==> config.mk <==
export PLATFORM = sky130hd
export DESIGN_NAME = adc_scan_seq
export DESIGN_NICKNAME = d
export VERILOG_FILES = /design/src/rtl/adc_scan_pkg.sv /design/src/rtl/adc_scan_rst_sync.sv /design/src/rtl/adc_scan_ctrl.sv /design/src/rtl/adc_scan_fsm.sv /design/src/rtl/adc_scan_results.sv /design/src/rtl/adc_scan_flag.sv /design/src/rtl/adc_scan_seq.sv
export SDC_FILE = /design/constraint.sdc
export NUM_CORES = 1
export LEC_CHECK = 0
export BUFFER_PORTS_ARGS = -buffer_cell sky130_fd_sc_hd__buf_2
export CAP_MARGIN = 20
export CORE_UTILIZATION = 45
export CTS_CLUSTER_SIZE = 24
export DETAILED_ROUTE_END_ITERATION = 8
export PLACE_DENSITY_LB_ADDON = 0.25
export REMOVE_ABC_BUFFERS = 1
export SYNTH_ARGS = -nofsm -noshare
export SYNTH_HDL_FRONTEND = slang
export SYNTH_HIERARCHICAL = 1
export SYNTH_SLANG_ARGS = --single-unit
==> constraint.sdc <==
create_clock -name clk -period 3.1 [get_ports clk]
set_input_delay 0.465 -clock clk [delete_from_list [all_inputs] [get_ports clk]]
set_output_delay 0.465 -clock clk [all_outputs]
set_load 0.03 [all_outputs]
==> src/rtl/adc_scan_pkg.sv <==
package adc_scan_pkg;

  typedef enum logic {
    SEQ_IDLE = 1'b0,
    SEQ_BUSY = 1'b1
  } seq_state_e;

endpackage

==> src/rtl/adc_scan_rst_sync.sv <==
module adc_scan_rst_sync (
  input  logic clk,
  input  logic rst_n,
  output logic rst_sync_n
);

  logic [1:0] stage_q;

  always_ff @(posedge clk or negedge rst_n) begin
    if (!rst_n) begin
      stage_q <= 2'b00;
    end else begin
      stage_q <= {stage_q[0], 1'b1};
    end
  end

  assign rst_sync_n = stage_q[1];

endmodule

==> src/rtl/adc_scan_ctrl.sv <==
module adc_scan_ctrl #(
  parameter int GRP_W = 1,
  parameter int CNT_W = 2
) (
  input  logic             clk,
  input  logic             rst_n,
  input  logic             cfg_we,
  input  logic             cfg_run,
  input  logic [GRP_W-1:0] cfg_group,
  input  logic [CNT_W-1:0] cfg_count,
  input  logic             cfg_irq_en,
  input  logic             trig_any,
  output logic             run_q,
  output logic [GRP_W-1:0] grp_q,
  output logic [CNT_W-1:0] cnt_q,
  output logic             ie_q
);

  logic             run_d;
  logic [GRP_W-1:0] grp_d;
  logic [CNT_W-1:0] cnt_d;
  logic             ie_d;

  // Software write has priority over a trigger in the same cycle.
  always_comb begin
    run_d = run_q;
    grp_d = grp_q;
    cnt_d = cnt_q;
    ie_d  = ie_q;
    if (cfg_we) begin
      run_d = cfg_run;
      grp_d = cfg_group;
      cnt_d = cfg_count;
      ie_d  = cfg_irq_en;
    end else if (trig_any) begin
      run_d = 1'b1;
    end
  end

  always_ff @(posedge clk or negedge rst_n) begin
    if (!rst_n) begin
      run_q <= 1'b0;
      grp_q <= '0;
      cnt_q <= '0;
      ie_q  <= 1'b0;
    end else begin
      run_q <= run_d;
      grp_q <= grp_d;
      cnt_q <= cnt_d;
      ie_q  <= ie_d;
    end
  end

endmodule

==> src/rtl/adc_scan_fsm.sv <==
module adc_scan_fsm
  import adc_scan_pkg::*;
#(
  parameter int GROUP_CH = 4,
  parameter int GRP_W    = 1,
  parameter int CNT_W    = 2,
  parameter int CH_W     = 3
) (
  input  logic             clk,
  input  logic             rst_n,
  input  logic             run,
  input  logic [GRP_W-1:0] grp,
  input  logic [CNT_W-1:0] cnt,
  input  logic             conv_done,
  output logic             conv_start,
  output logic [CH_W-1:0]  conv_chan,
  output logic             busy,
  output logic [CNT_W-1:0] cnt_act,
  output logic             wr_en,
  output logic [CH_W-1:0]  wr_chan,
  output logic             pass_end
);

  seq_state_e       state_q, state_d;
  logic [CNT_W-1:0] off_q, off_d;
  logic [CNT_W-1:0] cnt_q, cnt_d;
  logic [CH_W-1:0]  base_q, base_d;
  logic             start_q, start_d;
  logic [CH_W-1:0]  base_new;

  assign base_new = CH_W'(grp) * CH_W'(GROUP_CH);

  always_comb begin
    state_d  = state_q;
    off_d    = off_q;
    cnt_d    = cnt_q;
    base_d   = base_q;
    start_d  = 1'b0;
    wr_en    = 1'b0;
    pass_end = 1'b0;
    unique case (state_q)
      SEQ_IDLE: begin
        if (run) begin
          state_d = SEQ_BUSY;
          off_d   = '0;
          cnt_d   = cnt;
          base_d  = base_new;
          start_d = 1'b1;
        end
      end
      SEQ_BUSY: begin
        if (!run) begin
          state_d = SEQ_IDLE;
        end else if (conv_done) begin
          wr_en   = 1'b1;
          start_d = 1'b1;
          if (off_q == cnt_q) begin
            off_d    = '0;
            pass_end = 1'b1;
          end else begin
            off_d = off_q + 1'b1;
          end
        end
      end
      default: state_d = SEQ_IDLE;
    endcase
  end

  always_ff @(posedge clk or negedge rst_n) begin
    if (!rst_n) begin
      state_q <= SEQ_IDLE;
      off_q   <= '0;
      cnt_q   <= '0;
      base_q  <= '0;
      start_q <= 1'b0;
    end else begin
      state_q <= state_d;
      off_q   <= off_d;
      cnt_q   <= cnt_d;
      base_q  <= base_d;
      start_q <= start_d;
    end
  end

  assign conv_start = start_q;
  assign conv_chan  = base_q + CH_W'(off_q);
  assign wr_chan    = conv_chan;
  assign busy       = (state_q == SEQ_BUSY);
  assign cnt_act    = cnt_q;

endmodule

==> src/rtl/adc_scan_results.sv <==
module adc_scan_results #(
  parameter int NUM_CH = 8,
  parameter int DATA_W = 10,
  parameter int CH_W   = 3
) (
  input  logic                     clk,
  input  logic                     rst_n,
  input  logic                     wr_en,
  input  logic [CH_W-1:0]          wr_chan,
  input  logic [DATA_W-1:0]        wr_data,
  output logic [NUM_CH*DATA_W-1:0] res_flat
);

  for (genvar i = 0; i < NUM_CH; i++) begin : g_ch
    logic [DATA_W-1:0] data_q;
    logic              load;

    assign load = wr_en && (wr_chan == CH_W'(i));

    always_ff @(posedge clk or negedge rst_n) begin
      if (!rst_n) begin
        data_q <= '0;
      end else if (load) begin
        data_q <= wr_data;
      end
    end

    assign res_flat[i*DATA_W +: DATA_W] = data_q;
  end

endmodule

==> src/rtl/adc_scan_flag.sv <==
module adc_scan_flag (
  input  logic clk,
  input  logic rst_n,
  input  logic set,
  input  logic clr,
  input  logic irq_en,
  output logic flag,
  output logic irq
);

  logic flag_q, flag_d;

  // Set wins over clear.
  always_comb begin
    flag_d = flag_q;
    if (set) begin
      flag_d = 1'b1;
    end else if (clr) begin
      flag_d = 1'b0;
    end
  end

  always_ff @(posedge clk or negedge rst_n) begin
    if (!rst_n) begin
      flag_q <= 1'b0;
    end else begin
      flag_q <= flag_d;
    end
  end

  assign flag = flag_q;
  assign irq  = flag_q & irq_en;

endmodule

==> src/rtl/adc_scan_seq.sv <==
module adc_scan_seq #(
  parameter int DATA_W     = 10,
  parameter int GROUP_CH   = 4,
  parameter int NUM_GROUPS = 2,
  localparam int NUM_CH    = GROUP_CH * NUM_GROUPS,
  localparam int CH_W      = (NUM_CH > 1) ? $clog2(NUM_CH) : 1,
  localparam int CNT_W     = (GROUP_CH > 1) ? $clog2(GROUP_CH) : 1,
  localparam int GRP_W     = (NUM_GROUPS > 1) ? $clog2(NUM_GROUPS) : 1
) (
  input  logic                     clk,
  input  logic                     rst_n,
  input  logic                     cfg_we,
  input  logic                     cfg_run,
  input  logic [GRP_W-1:0]         cfg_group,
  input  logic [CNT_W-1:0]         cfg_count,
  input  logic                     cfg_irq_en,
  input  logic                     trig_timer,
  input  logic                     trig_ext,
  input  logic                     flag_clr,
  input  logic                     conv_done,
  input  logic [DATA_W-1:0]        conv_data,
  output logic                     conv_start,
  output logic [CH_W-1:0]          conv_chan,
  output logic                     run_state,
  output logic                     eoc_flag,
  output logic                     irq,
  output logic [NUM_CH*DATA_W-1:0] res_flat
);

  logic             rst_sync_n;
  logic             run_q;
  logic [GRP_W-1:0] grp_q;
  logic [CNT_W-1:0] cnt_q;
  logic             ie_q;
  logic             busy;
  logic [CNT_W-1:0] cnt_act;
  logic             wr_en;
  logic [CH_W-1:0]  wr_chan;
  logic             pass_end;

  adc_scan_rst_sync u_rst (
    .clk        (clk),
    .rst_n      (rst_n),
    .rst_sync_n (rst_sync_n)
  );

  adc_scan_ctrl #(.GRP_W(GRP_W), .CNT_W(CNT_W)) u_ctrl (
    .clk        (clk),
    .rst_n      (rst_sync_n),
    .cfg_we     (cfg_we),
    .cfg_run    (cfg_run),
    .cfg_group  (cfg_group),
    .cfg_count  (cfg_count),
    .cfg_irq_en (cfg_irq_en),
    .trig_any   (trig_timer | trig_ext),
    .run_q      (run_q),
    .grp_q      (grp_q),
    .cnt_q      (cnt_q),
    .ie_q       (ie_q)
  );

  adc_scan_fsm #(
    .GROUP_CH (GROUP_CH),
    .GRP_W    (GRP_W),
    .CNT_W    (CNT_W),
    .CH_W     (CH_W)
  ) u_fsm (
    .clk        (clk),
    .rst_n      (rst_sync_n),
    .run        (run_q),
    .grp        (grp_q),
    .cnt        (cnt_q),
    .conv_done  (conv_done),
    .conv_start (conv_start),
    .conv_chan  (conv_chan),
    .busy       (busy),
    .cnt_act    (cnt_act),
    .wr_en      (wr_en),
    .wr_chan    (wr_chan),
    .pass_end   (pass_end)
  );

  adc_scan_results #(.NUM_CH(NUM_CH), .DATA_W(DATA_W), .CH_W(CH_W)) u_res (
    .clk      (clk),
    .rst_n    (rst_sync_n),
    .wr_en    (wr_en),
    .wr_chan  (wr_chan),
    .wr_data  (conv_data),
    .res_flat (res_flat)
  );

  adc_scan_flag u_flag (
    .clk    (clk),
    .rst_n  (rst_sync_n),
    .set    (pass_end),
    .clr    (flag_clr),
    .irq_en (ie_q),
    .flag   (eoc_flag),
    .irq    (irq)
  );

  assign run_state = run_q;

endmodule

; ---- After elaboration in Yosys (flattened, before gate mapping)
; Index checks and enable logic that the tools add are counted.
[op_classes]
n_addsub = 2
n_mul = 0
n_div = 0
magnitude_cmp = 0
eq_ne = 11
shifts = 0
muxes = 18
bitwise_logic = 3
n_reduce_logical = 13
[op_table]
columns = cell, count
row1 = $eq A3 B3 Y1 const B, 4
row2 = $mux W1, 12
row3 = $logic_and A1 B1 Y1, 8
row4 = $mux W2, 4
row5 = $eq A3 B2 Y1 const B, 2
row6 = $ne A2 B2 Y1 const B, 3
row7 = $pmux W2 S2, 1
row8 = $reduce_bool A2 Y1, 2
row9 = $add A3 B2 Y3, 1
row10 = $eq A3 B1 Y1 const B, 1
row11 = $logic_not A3 Y1, 1
row12 = $reduce_and A3 Y1, 1
row13 = $add A2 B1 Y2 const B, 1
row14 = $eq A2 B2 Y1, 1
row15 = $pmux W1 S2, 1
row16 = $reduce_and A2 Y1, 1
row17 = $and A1 B1 Y1, 1
row18 = $not A1 Y1, 1
row19 = $or A1 B1 Y1, 1
[totals]
ff_bits = 95
latchBits = 0
ramBits = 0
rom_bits = 0
input_bits = 22
output_inout_bits = 87
wordCells = 66
memories = 0

; ---- Logic depth before layout (Yosys ltp)
; Gate-level depths: netlist of run 1.
[logic_depth]
ltp_word = 6
depth_mapped = 5
ltp_nobuf = 4

; ---- By module
; The synthesis of run 1 kept the hierarchy.
[by_module_without_submodules]
columns = mod, instances, cells_per_inst, area_per_inst_um2, seq_area_each_um2
row1 = adc_scan_results, 1, 175, 3163.0, 2001.9
row2 = adc_scan_fsm, 1, 30, 337.8, 175.2
row3 = adc_scan_ctrl, 1, 12, 182.7, 125.1
row4 = adc_scan_rst_sync, 1, 3, 53.8, 50.0
row5 = adc_scan_flag, 1, 4, 42.5, 25.0
row6 = adc_scan_seq, 1, 1, 6.3, 0.0

; ---- Worst setup path before layout of run 1
; OpenSTA, ideal clock, no wires.
[synth_path]
path_kind = register to register
from = register u_ctrl.run_q
to = register u_res.g_ch[0].data_q[0]
setup_ns = 0.125
t_arrival_ns = 1.591
required_time_ns = 2.975
slack_ns = 1.384
stages_incl_launch_ff = 6
path_buffers = 1
synth_period_minus_slack_ns = 1.716
path_cell_list = dfrtp_1 > nand3_2 > inv_1 > nor4b_2 > buf_4 > mux2_2
[synth_between]
elab_chain_cells = 3
[synth_lines]
columns = element, line
row1 = "start, declared", adc_scan_ctrl.sv:13  ; output logic run_q,
row2 = "start signal, assigned", adc_scan_ctrl.sv:47  ; run_q <= run_d;
row3 = $mux W1, adc_scan_fsm.sv:52  ; if (!run) begin
row4 = $mux W1, adc_scan_fsm.sv:41  ; unique case (state_q)
row5 = named net wr_en, adc_scan_seq.sv:37  ; logic wr_en;
row6 = $logic_and A1 B1 Y1, adc_scan_results.sv:18  ; assign load = wr_en && (wr_chan == CH_W'(i));
row7 = "end signal, assigned", adc_scan_results.sv:24  ; data_q <= wr_data;
row8 = "end, declared", adc_scan_results.sv:15  ; logic [DATA_W-1:0] data_q;
; The timed path passes the listed nets, and every way through them passes these cells.
; A chain may end at the register's enable or synchronous reset.

; ---- Worst setup path after layout of run 1
[layout_path]
from = register u_ctrl.run_q
to = register u_res.g_ch[0].data_q[4]
; The elaborated chain is that of the path after synthesis.

==> results of run 1 <==
## critical path, stage by stage (launching register included)
cell and delay (ns):
dfrtp_1 0.43, nand3_2 0.12, inv_1 0.22, nor4b_4 0.87, mux2_2 0.41
## where the power goes
part | internal [mW] | total, mW | switching [mW]
clock | 0.419 | 0.837 | 0.418
combinational | 0.685 | 1.78 | 1.10
sequential | 1.63 | 1.90 | 0.270
## state kept, by name, indices dropped and copies added (netlist names), 2 cells and up
register           flops
u_ctrl/cnt_q           2
u_fsm/off_q            2
u_rst/stage_q          2
u_res/g_ch.data_q     80
u_fsm/cnt_act          2
## routing by layer
metal / GRT usage / part of all wire / vias to the layer above
met5: 0 / 0 / -
met4: 0.0808 / 0.010 / 0
met3: 0.0340 / 0.044 / 7
met2: 0.286 / 0.45 / 70
met1: 0.284 / 0.49 / 1149
li1: - / - / 1030
## area by class of cell
type                    count  area, µm²  share of cell area
inverters                   7       26.3             0.00565
repair buffers            114        588               0.127
well taps                 105        131              0.0283
multi-input cells         113       1310               0.282
clock inverters             4       53.8              0.0116
flip-flops and latches     95       2380               0.512
clock buffers              12        155              0.0334
## how the worst max path moves through the flow
| stage | endpoint | slack [ns] | cells past startpoint |
|---|---|---|---|
| final | u_res/g_ch[0].data_q[4] | 0.92 | 4 |
| after global routing | u_res/g_ch[0].data_q[1] | 0.78 | 4 |
| after CTS | u_res/g_ch[0].data_q[1] | 0.95 | 4 |
| after detailed placement | u_res/g_ch[0].data_q[2] | 0.84 | 5 |
| after global placement | u_res/g_ch[0].data_q[9] | 0.89 | 5 |
| after floorplan | u_ctrl/cnt_q[0] | 0.26 | 0 |
## cell families after synthesis
kind of cell	after synthesis	synth area share
flops	95	0.628
mux	87	0.289
other cells	1	0.000990
simple gates	15	0.0347
compound gates	8	0.0155
buf+inv	17	0.0278
xor+xnor	2	0.00463
## placed cells by master, fill, tap and decap left out
master / count
o2111ai_1: 1
o211ai_1: 1
nand4_2: 1
conb_1: 1
xnor2_1: 2
a21o_1: 1
clkinv_4: 1
clkbuf_1: 1
clkinvlp_4: 2
o21ai_0: 2
and2_1: 1
nor4b_4: 1
nand2_1: 1
or2_1: 1
and3_1: 1
dfrtp_1: 94
nand3_2: 1
buf_4: 5
bufinv_16: 1
mux2_2: 57
nor2_1: 2
a211o_1: 1
clkbuf_8: 11
a2111o_1: 1
and4bb_1: 3
a21oi_1: 1
inv_1: 7
dlygate4sd3_1: 1
nand4b_1: 3
buf_2: 108
mux2_4: 30
dfrtp_4: 1
## stage by stage
stage                     utilization  area [µm²]
after detailed placement        0.542        4430
after floorplan                     -        3710
final                           0.569        4650
after CTS                       0.569        4650
after global placement          0.542        4430
after global routing            0.569        4650
==> metrics.csv, run 1 <==
stage;metric;value;unit
floorplan;Initial Util;0.463;
power_and_ir_drop;peak supply drop;0.369;mV
yosys;synthesized area per cell;16.8;µm²
timing;WHS;0.323;ns
yosys;top-area cell type share of the netlist area;0.628;
yosys;largest area contributor in the netlist;dfrtp_1;
detailed_routing;Avg Vias per Cell;5.01;
critical_path;crit-path max FO;10;
placed_design;HPWL Detailed;5350;µm
worst_hold_path;WHS Endpoint;u_ctrl/run_q;
clock_network;CTS tree;done;
critical_path;r2r setup slk;0.92;ns
grt;pin count of the biggest net entering global routing;69;
floorplan;die height;93.7;µm
timing;Slew HR;0.323;
critical_path;Crit. End Element;flop;
critical_path;CP Data Arrival Time;2.41;ns
clock_network;CTS root buffer;clkbuf_8;
grt;total track usage;0.195;
timing;Final Hold Fails;0;
yosys;ranking of synthesized cells by area;dfrtp_1 (63%), mux2_2 (17%), mux2_4 (12%);
placed_design;cell count after placement;433;
yosys;top post-synthesis cells by count;dfrtp_1 (95), mux2_2 (57), mux2_4 (30), inv_1 (7), buf_4 (4);
floorplan;num rows;33;
job;total of max-cap violations;0;
detailed_routing;vias post-DR;2256;
floorplan;io pins;109;
yosys;most common cell in the netlist;dfrtp_1;
timing;clk_skew;0.00998;ns
cells_and_area;final net count;362;
worst_hold_path;HP Class;primary input to flop;
grt;vias in the first global route;2230;
yosys;Post-synth EDFFs;0;
timing;f_max;460;MHz
placed_design;Port Buffers;108;
worst_hold_path;worst hold stages;3;
detailed_routing;antenna viol nets, final;0;
floorplan;Die W;93.7;µm
clock_network;Post-CTS Setup Inserts;0;
grt;global-route wire length before repair;12500;µm
timing;# setup viols final;0;
clock_network;clk buf depth;2;
timing;Worst-Margin Slew;1.01;ns
clock_network;CTS Sinks;95;
clock_network;Clock Latency Late Sink;0.35;ns
critical_path;reg2reg path depth;4;
grt;total congestion overflow;0;
clock_network;PostCTS Resize Cnt;0;
yosys;Top FF cell, synth;dfrtp_1;
floorplan;core area;8180;µm²
detailed_routing;drt first pass iters;4;
critical_path;Critical Path Start Type;flop;
critical_path;RR Endpoint;u_res/g_ch[0].data_q[4];
cells_and_area;fin cells;450;
detailed_routing;Residual DRC;0;
yosys;Gate Count Post-Synth;225;
timing;final setup margin;0.925;ns
timing;Max Slew Vio Count;0;
timing;setup TNS;0;ns
cells_and_area;Layout area overhead;22.8;%
worst_hold_path;min-delay src;cfg_run;
critical_path;RR Startpoint;u_ctrl/run_q;
critical_path;worst setup path startpoint;u_ctrl/run_q;
yosys;#FFs+latches synth;95;
yosys;distinct cell type count after synthesis;26;
critical_path;critical path required time;3.33;ns
power_and_ir_drop;leak pwr;2.47;nW
yosys;Synth async-reset ratio;1.00;
grt;initial antenna violation count;0;
yosys;Synth Warn #;6;
critical_path;Crit Path Class;flop to flop;
yosys;Synth Cell Area;3790;µm²
power_and_ir_drop;Power Total;4.53;mW
power_and_ir_drop;power density cells;974;nW/µm²
cells_and_area;n_diodes;0;
yosys;Seq/Total Area, Yosys;0.628;
timing;RSZ-0062 raised after global routing;false;
clock_network;Post-CTS Hold Buffers;1;
timing;Final min period;2.18;ns
detailed_routing;routed length per instance;17.6;µm
run_status;outcome;finished, final reports clean;
clock_network;CTS clock-pin slew for the worst setup and hold paths;0.09;ns
clock_network;TritonCTS Buffers;9;
placed_design;dpl ws;0.840;ns
detailed_routing;final wirelength;7920;µm
cells_and_area;FILL cells;709;
cells_and_area;layout cell share with drive strength beyond 1;0.635;
floorplan;full die area;8780;µm²
placed_design;placer congestion estimate;0.725;
timing;fin crit share;0.702;
clock_network;CTS H-tree lvls;3;
detailed_routing;DRT iter0 DRCs;63;
(Power assumes the default switching activity.)
==> run 2, diff against run 1 <==
==> constraint.sdc (replaced) <==
create_clock -name clk -period 2.28 [get_ports clk]
set_input_delay 0.342 -clock clk [delete_from_list [all_inputs] [get_ports clk]]
set_output_delay 0.342 -clock clk [all_outputs]
set_load 0.03 [all_outputs]
==> metrics.csv, run 2 (synthesis results as in run 1) <==
stage;metric;value;unit;change
run_status;outcome;finished, final reports clean;;unchanged
worst_hold_path;HP Class;primary input to flop;;unchanged
power_and_ir_drop;power density cells;1290;nW/µm²;was 974 nW/µm²
placed_design;placer congestion estimate;0.701;;was 0.725
job;total of max-cap violations;0;;unchanged
timing;Final min period;1.80;ns;was 2.18 ns
clock_network;CTS clock-pin slew for the worst setup and hold paths;0.08;ns;was 0.09 ns
timing;Worst-Margin Slew;0.510;ns;was 1.01 ns
power_and_ir_drop;Power Total;6.12;mW;was 4.53 mW
cells_and_area;FILL cells;670;;was 709
grt;total track usage;0.189;;was 0.195
cells_and_area;layout cell share with drive strength beyond 1;0.644;;was 0.635
timing;clk_skew;0.00865;ns;was 0.00998 ns
detailed_routing;Residual DRC;0;;unchanged
cells_and_area;final net count;371;;was 362
floorplan;num rows;33;;unchanged
clock_network;Clock Latency Late Sink;0.35;ns;about the same
clock_network;Post-CTS Hold Buffers;1;;unchanged
grt;global-route wire length before repair;12200;µm;was 12500 µm
floorplan;Initial Util;0.463;;unchanged
power_and_ir_drop;peak supply drop;0.665;mV;was 0.369 mV
critical_path;Crit Path Class;flop to flop;;unchanged
placed_design;HPWL Detailed;5440;µm;was 5350 µm
power_and_ir_drop;leak pwr;2.51;nW;was 2.47 nW
worst_hold_path;worst hold stages;2;;was 3
critical_path;Crit. End Element;flop;;unchanged
floorplan;full die area;8780;µm²;unchanged
critical_path;reg2reg path depth;5;;was 4
cells_and_area;most frequent cells in the layout;buf_2 (108), dfrtp_1 (94), mux2_2 (57), mux2_4 (30), buf_4 (12);;was buf_2 (108), dfrtp_1 (94), mux2_2 (57), mux2_4 (30), clkbuf_8 (11)
timing;Max Slew Vio Count;0;;unchanged
timing;Slew HR;0.659;;was 0.323
clock_network;TritonCTS Buffers;9;;unchanged
clock_network;CTS H-tree lvls;3;;unchanged
floorplan;io pins;109;;unchanged
worst_hold_path;min-delay src;cfg_irq_en;;was cfg_run
clock_network;CTS Sinks;95;;unchanged
critical_path;Slowest cell on crit path;dfrtp_1;;was nor4b_4
detailed_routing;antenna viol nets, final;0;;unchanged
detailed_routing;DRT iter0 DRCs;93;;was 63
clock_network;PostCTS Resize Cnt;0;;unchanged
grt;total congestion overflow;0;;unchanged
floorplan;die height;93.7;µm;unchanged
critical_path;ordered list of cells on the worst path;nand3_2 > inv_1 > and4bb_1 > buf_12 > mux2_4;;was nand3_2 > inv_1 > nor4b_4 > mux2_2
critical_path;Worst path max stage delay;0.43;ns;was 0.87 ns
critical_path;CP Data Arrival Time;2.04;ns;was 2.41 ns
timing;fin crit share;0.789;;was 0.702
timing;RSZ-0062 raised after global routing;false;;unchanged
critical_path;crit-path max FO;10;;unchanged
grt;pin count of the biggest net entering global routing;73;;was 69
cells_and_area;Layout area overhead;24.9;%;was 22.8%
worst_hold_path;WHS Endpoint;u_ctrl/ie_q;;was u_ctrl/run_q
cells_and_area;n_diodes;0;;unchanged
placed_design;Post-DP Area;4520;µm²;was 4430 µm²
clock_network;clk buf depth;2;;unchanged
detailed_routing;drt first pass iters;4;;unchanged
cells_and_area;most common cell after layout, fill and taps aside;buf_2;;unchanged
detailed_routing;routed length per instance;17.1;µm;was 17.6 µm
grt;vias in the first global route;2222;;was 2230
detailed_routing;vias post-DR;2283;;was 2256
critical_path;RR Startpoint;u_ctrl/run_q;;unchanged
grt;initial antenna violation count;0;;unchanged
cells_and_area;max reg flops;80;;unchanged
cells_and_area;post-route cell area;4730;µm²;was 4650 µm²
placed_design;Port Buffers;108;;unchanged
clock_network;CTS tree;done;;unchanged
floorplan;Die W;93.7;µm;unchanged
critical_path;Critical Path Start Type;flop;;unchanged
detailed_routing;final wirelength;7860;µm;was 7920 µm
timing;# setup viols final;0;;unchanged
clock_network;CTS root buffer;clkbuf_8;;unchanged
clock_network;Post-CTS Setup Inserts;0;;unchanged
critical_path;critical path required time;2.52;ns;was 3.33 ns
cells_and_area;most flop-heavy register;u_res/g_ch.data_q;;unchanged
floorplan;core area;8180;µm²;unchanged
detailed_routing;Avg Vias per Cell;4.97;;was 5.01
critical_path;r2r setup slk;0.48;ns;was 0.92 ns
timing;f_max;556;MHz;was 460 MHz
critical_path;RR Endpoint;u_res/g_ch[4].data_q[4];;was u_res/g_ch[0].data_q[4]
timing;Final Hold Fails;0;;unchanged
[run 2: cell types whose count changed in the layout (fill, tap and decap cells not counted), sizes merged]
cell,previous run,this run
clkbuf,12,10
buf,113,122
clkinvlp,2,3
inv,7,8
[run 2: layer usage]
metal  global-route usage  vias to the layer above  wire length (µm)
met5                    0                        -                 0
met4               0.0538                        0                87
met3               0.0566                        7               467
met2                0.275                       72              3630
met1                0.274                     1159              3680
li1                     -                     1045                 -
[run 2: area by class of cell]
type | count | area, µm² | share of cell area
Clock buffer | 10 | 128 | 0.0270
Clock inverter | 6 | 70.1 | 0.0148
Inverter | 7 | 26.3 | 0.00556
Multi-Input combinational cell | 113 | 1310 | 0.278
Sequential cell | 95 | 2380 | 0.503
Tap cell | 105 | 131 | 0.0278
Timing Repair Buffer | 123 | 681 | 0.144
[run 2: power breakdown]
group,internal (mW),switching (mW)
Sequential,2.22,0.340
Clock,0.513,0.579
Combinational,0.944,1.52
[run 2: per-stage QoR]
step | setup TNS, ns | std cells | util | hold WS (ns) | setup slack, ns
floorplan | -52.28 | 215 | - | 0.0464 | -0.562
global placement | 0 | 442 | 0.553 | 0.128 | 0.527
detailed placement | 0 | 442 | 0.553 | 0.129 | 0.475
CTS | 0 | 459 | 0.579 | 0.203 | 0.465
global route | 0 | 459 | 0.579 | 0.193 | 0.376
finish | 0 | 459 | 0.579 | 0.218 | 0.482
[run 2: critical path, delay by kind of cell (launching register included)]
kind	cells	cell delay, ns
muxes	1	0.30
DFF	1	0.43
and+or+nand+nor	2	0.54
buffers and inverters	2	0.41
[run 2: how the worst max path moves through the flow]
stage / cells after the start / to / slack (ns) / start
floorplan: 0 / u_ctrl/cnt_q[0] / -0.56 / u_rst/stage_q[1]
global placement: 5 / u_res/g_ch[7].data_q[8] / 0.53 / conv_done
detailed placement: 5 / u_res/g_ch[7].data_q[0] / 0.47 / conv_done
CTS: 4 / u_res/g_ch[7].data_q[9] / 0.46 / u_ctrl/run_q
global route: 4 / u_res/g_ch[7].data_q[8] / 0.38 / u_ctrl/run_q
finish: 5 / u_res/g_ch[4].data_q[4] / 0.48 / u_ctrl/run_q
==> run 3, diff against run 2 <==
==> constraint.sdc (replaced) <==
create_clock -name clk -period 1.45 [get_ports clk]
set_input_delay 0.2175 -clock clk [delete_from_list [all_inputs] [get_ports clk]]
set_output_delay 0.2175 -clock clk [all_outputs]
set_load 0.03 [all_outputs]
==> metrics.csv, run 3 (synthesis results as in run 1) <==
stage;metric;value;unit;change
detailed_routing;vias post-DR;2373;;was 2283
cells_and_area;final net count;388;;was 371
placed_design;HPWL Detailed;5820;µm;was 5440 µm
cells_and_area;layout cell share with drive strength beyond 1;0.679;;was 0.644
timing;setup TNS;-0.218;ns;was 0 ns
grt;pin count of the biggest net entering global routing;32;;was 73
power_and_ir_drop;power density cells;1990;nW/µm²;was 1290 nW/µm²
clock_network;clk buf depth;2;;unchanged
timing;# setup viols final;20;;was 0
cells_and_area;post-route cell area;5120;µm²;was 4730 µm²
clock_network;CTS root buffer;clkbuf_8;;unchanged
detailed_routing;top sig layer;met4;;unchanged
critical_path;crit-path max FO;6;;was 10
cells_and_area;most flop-heavy register;u_res/g_ch.data_q;;unchanged
cells_and_area;max reg flops;80;;unchanged
detailed_routing;Avg Vias per Cell;4.99;;was 4.97
detailed_routing;antenna viol nets, final;0;;unchanged
cells_and_area;Layout area overhead;35.3;%;was 24.9%
timing;fin crit share;1.02;;was 0.789
detailed_routing;Residual DRC;0;;unchanged
cells_and_area;most frequent cells in the layout;buf_2 (107), dfrtp_1 (91), mux2_4 (68), mux2_2 (19), buf_6 (15);;was buf_2 (108), dfrtp_1 (94), mux2_2 (57), mux2_4 (30), buf_4 (12)
floorplan;core area;8180;µm²;unchanged
placed_design;Port Buffers;108;;unchanged
run_status;outcome;complete, but fails checks;;was finished, final reports clean
critical_path;Crit Path Class;flop to flop;;unchanged
critical_path;RR Startpoint;u_ctrl/run_q;;unchanged
detailed_routing;final wirelength;8370;µm;was 7860 µm
worst_hold_path;worst hold stages;3;;was 2
power_and_ir_drop;leak pwr;2.77;nW;was 2.51 nW
clock_network;CTS clock-pin slew for the worst setup and hold paths;0.09;ns;was 0.08 ns
critical_path;RR Endpoint;u_res/g_ch[3].data_q[7];;was u_res/g_ch[4].data_q[4]
detailed_routing;routed length per instance;17.6;µm;was 17.1 µm
timing;clk_skew;0.0117;ns;was 0.00865 ns
floorplan;io pins;109;;unchanged
timing;Max Slew Vio Count;0;;unchanged
detailed_routing;drt first pass iters;4;;unchanged
critical_path;Crit. End Element;flop;;unchanged
grt;total congestion overflow;0;;unchanged
critical_path;r2r setup slk;-0.03;ns;was 0.48 ns
clock_network;TritonCTS Buffers;9;;unchanged
detailed_routing;WL met3;435;µm;was 467 µm
timing;RSZ-0062 raised after global routing;true;;was false
detailed_routing;Met1 Wirelength;4010;µm;was 3680 µm
grt;total track usage;0.196;;was 0.189
timing;final setup margin;-0.0273;ns;was 0.482 ns
power_and_ir_drop;peak supply drop;0.808;mV;was 0.665 mV
timing;Final min period;1.48;ns;was 1.80 ns
detailed_routing;DRT iter0 DRCs;70;;was 93
placed_design;placer congestion estimate;0.702;;was 0.701
worst_hold_path;WHS Endpoint;u_ctrl/run_q;;was u_ctrl/ie_q
worst_hold_path;min-delay src;cfg_run;;was cfg_irq_en
cells_and_area;final core utilization;0.627;;was 0.579
clock_network;CTS Sinks;95;;unchanged
job;total of max-cap violations;0;;unchanged
clock_network;CTS H-tree lvls;3;;unchanged
floorplan;die height;93.7;µm;unchanged
worst_hold_path;HP Class;primary input to flop;;unchanged
critical_path;critical path required time;1.69;ns;was 2.52 ns
timing;Final Hold Fails;0;;unchanged
critical_path;Critical Path Start Type;flop;;unchanged
grt;global-route wire length before repair;12500;µm;was 12200 µm
grt;vias in the first global route;2301;;was 2222
grt;initial antenna violation count;0;;unchanged
timing;f_max;677;MHz;was 556 MHz
cells_and_area;n_diodes;0;;unchanged
detailed_routing;metal2 WL;3800;µm;was 3630 µm
clock_network;Clock Latency Late Sink;0.35;ns;about the same
critical_path;CP Data Arrival Time;1.72;ns;was 2.04 ns
power_and_ir_drop;Power Total;10.2;mW;was 6.12 mW
placed_design;Post-DP Area;4640;µm²;was 4520 µm²
floorplan;num rows;33;;unchanged
run_status;failing checks;setup timing;;
clock_network;CTS tree;done;;unchanged
floorplan;Die W;93.7;µm;unchanged
critical_path;reg2reg path depth;5;;unchanged
cells_and_area;most common cell after layout, fill and taps aside;buf_2;;unchanged
floorplan;Initial Util;0.463;;unchanged
floorplan;full die area;8780;µm²;unchanged
[run 3: cell type report]
cell class,count,area [µm²]
clock buffers,10,138
clock inverters,6,90.1
fillers,644,3050
inverters,7,28.8
multi-input cells,113,1460
flip-flops and latches,95,2380
well taps,105,131
repair buffers,139,880
repair inverters,1,7.51
[run 3: worst max path at each step]
| stage | startpoint | slack [ns] | endpoint |
|---|---|---|---|
| global route | u_ctrl/run_q | -0.1 | u_res/g_ch[0].data_q[9] |
| finish | u_ctrl/run_q | -0.03 | u_res/g_ch[3].data_q[7] |
| CTS | u_ctrl/run_q | -0.04 | u_res/g_ch[0].data_q[0] |
| detailed placement | u_ctrl/run_q | -0.13 | u_res/g_ch[0].data_q[9] |
| floorplan | u_rst/stage_q[1] | -1.39 | u_ctrl/cnt_q[0] |
| global placement | u_ctrl/run_q | -0.08 | u_res/g_ch[0].data_q[9] |
[run 3: what timing repair did]
item,CTS,global route
cloned,1,0
resized for setup,13,51
endpoints found under the hold margin,2,0
setup endpoints to repair,43,81
pin swaps,1,1
hold buffers,1,0
setup buffers,1,1
[run 3: worst max-delay path: stages (launching register included)]
cell,delay (ns)
dfrtp_1,0.42
nand3_4,0.13
clkinvlp_4,0.13
nand4b_1,0.18
buf_6,0.19
mux2_4,0.31
[run 3: power breakdown]
group	internal [mW]	switching (mW)
logic	1.76	2.47
registers	3.50	0.534
clock network	1.03	0.901
[run 3: stage by stage]
stage	setup WS, ns	cells	hold WS (ns)
floorplan	-1.39	215	-0.0781
global placement	-0.0800	456	0.00148
detailed placement	-0.130	456	0.00409
CTS	-0.0367	475	0.0749
global route	-0.0959	476	0.0747
finish	-0.0273	476	0.0928
[run 3: metal layers]
layer	up-vias	track usage
met2	82	0.290
met4	0	0.0885
li1	1078	-
met3	9	0.0380
met1	1204	0.279
met5	-	0
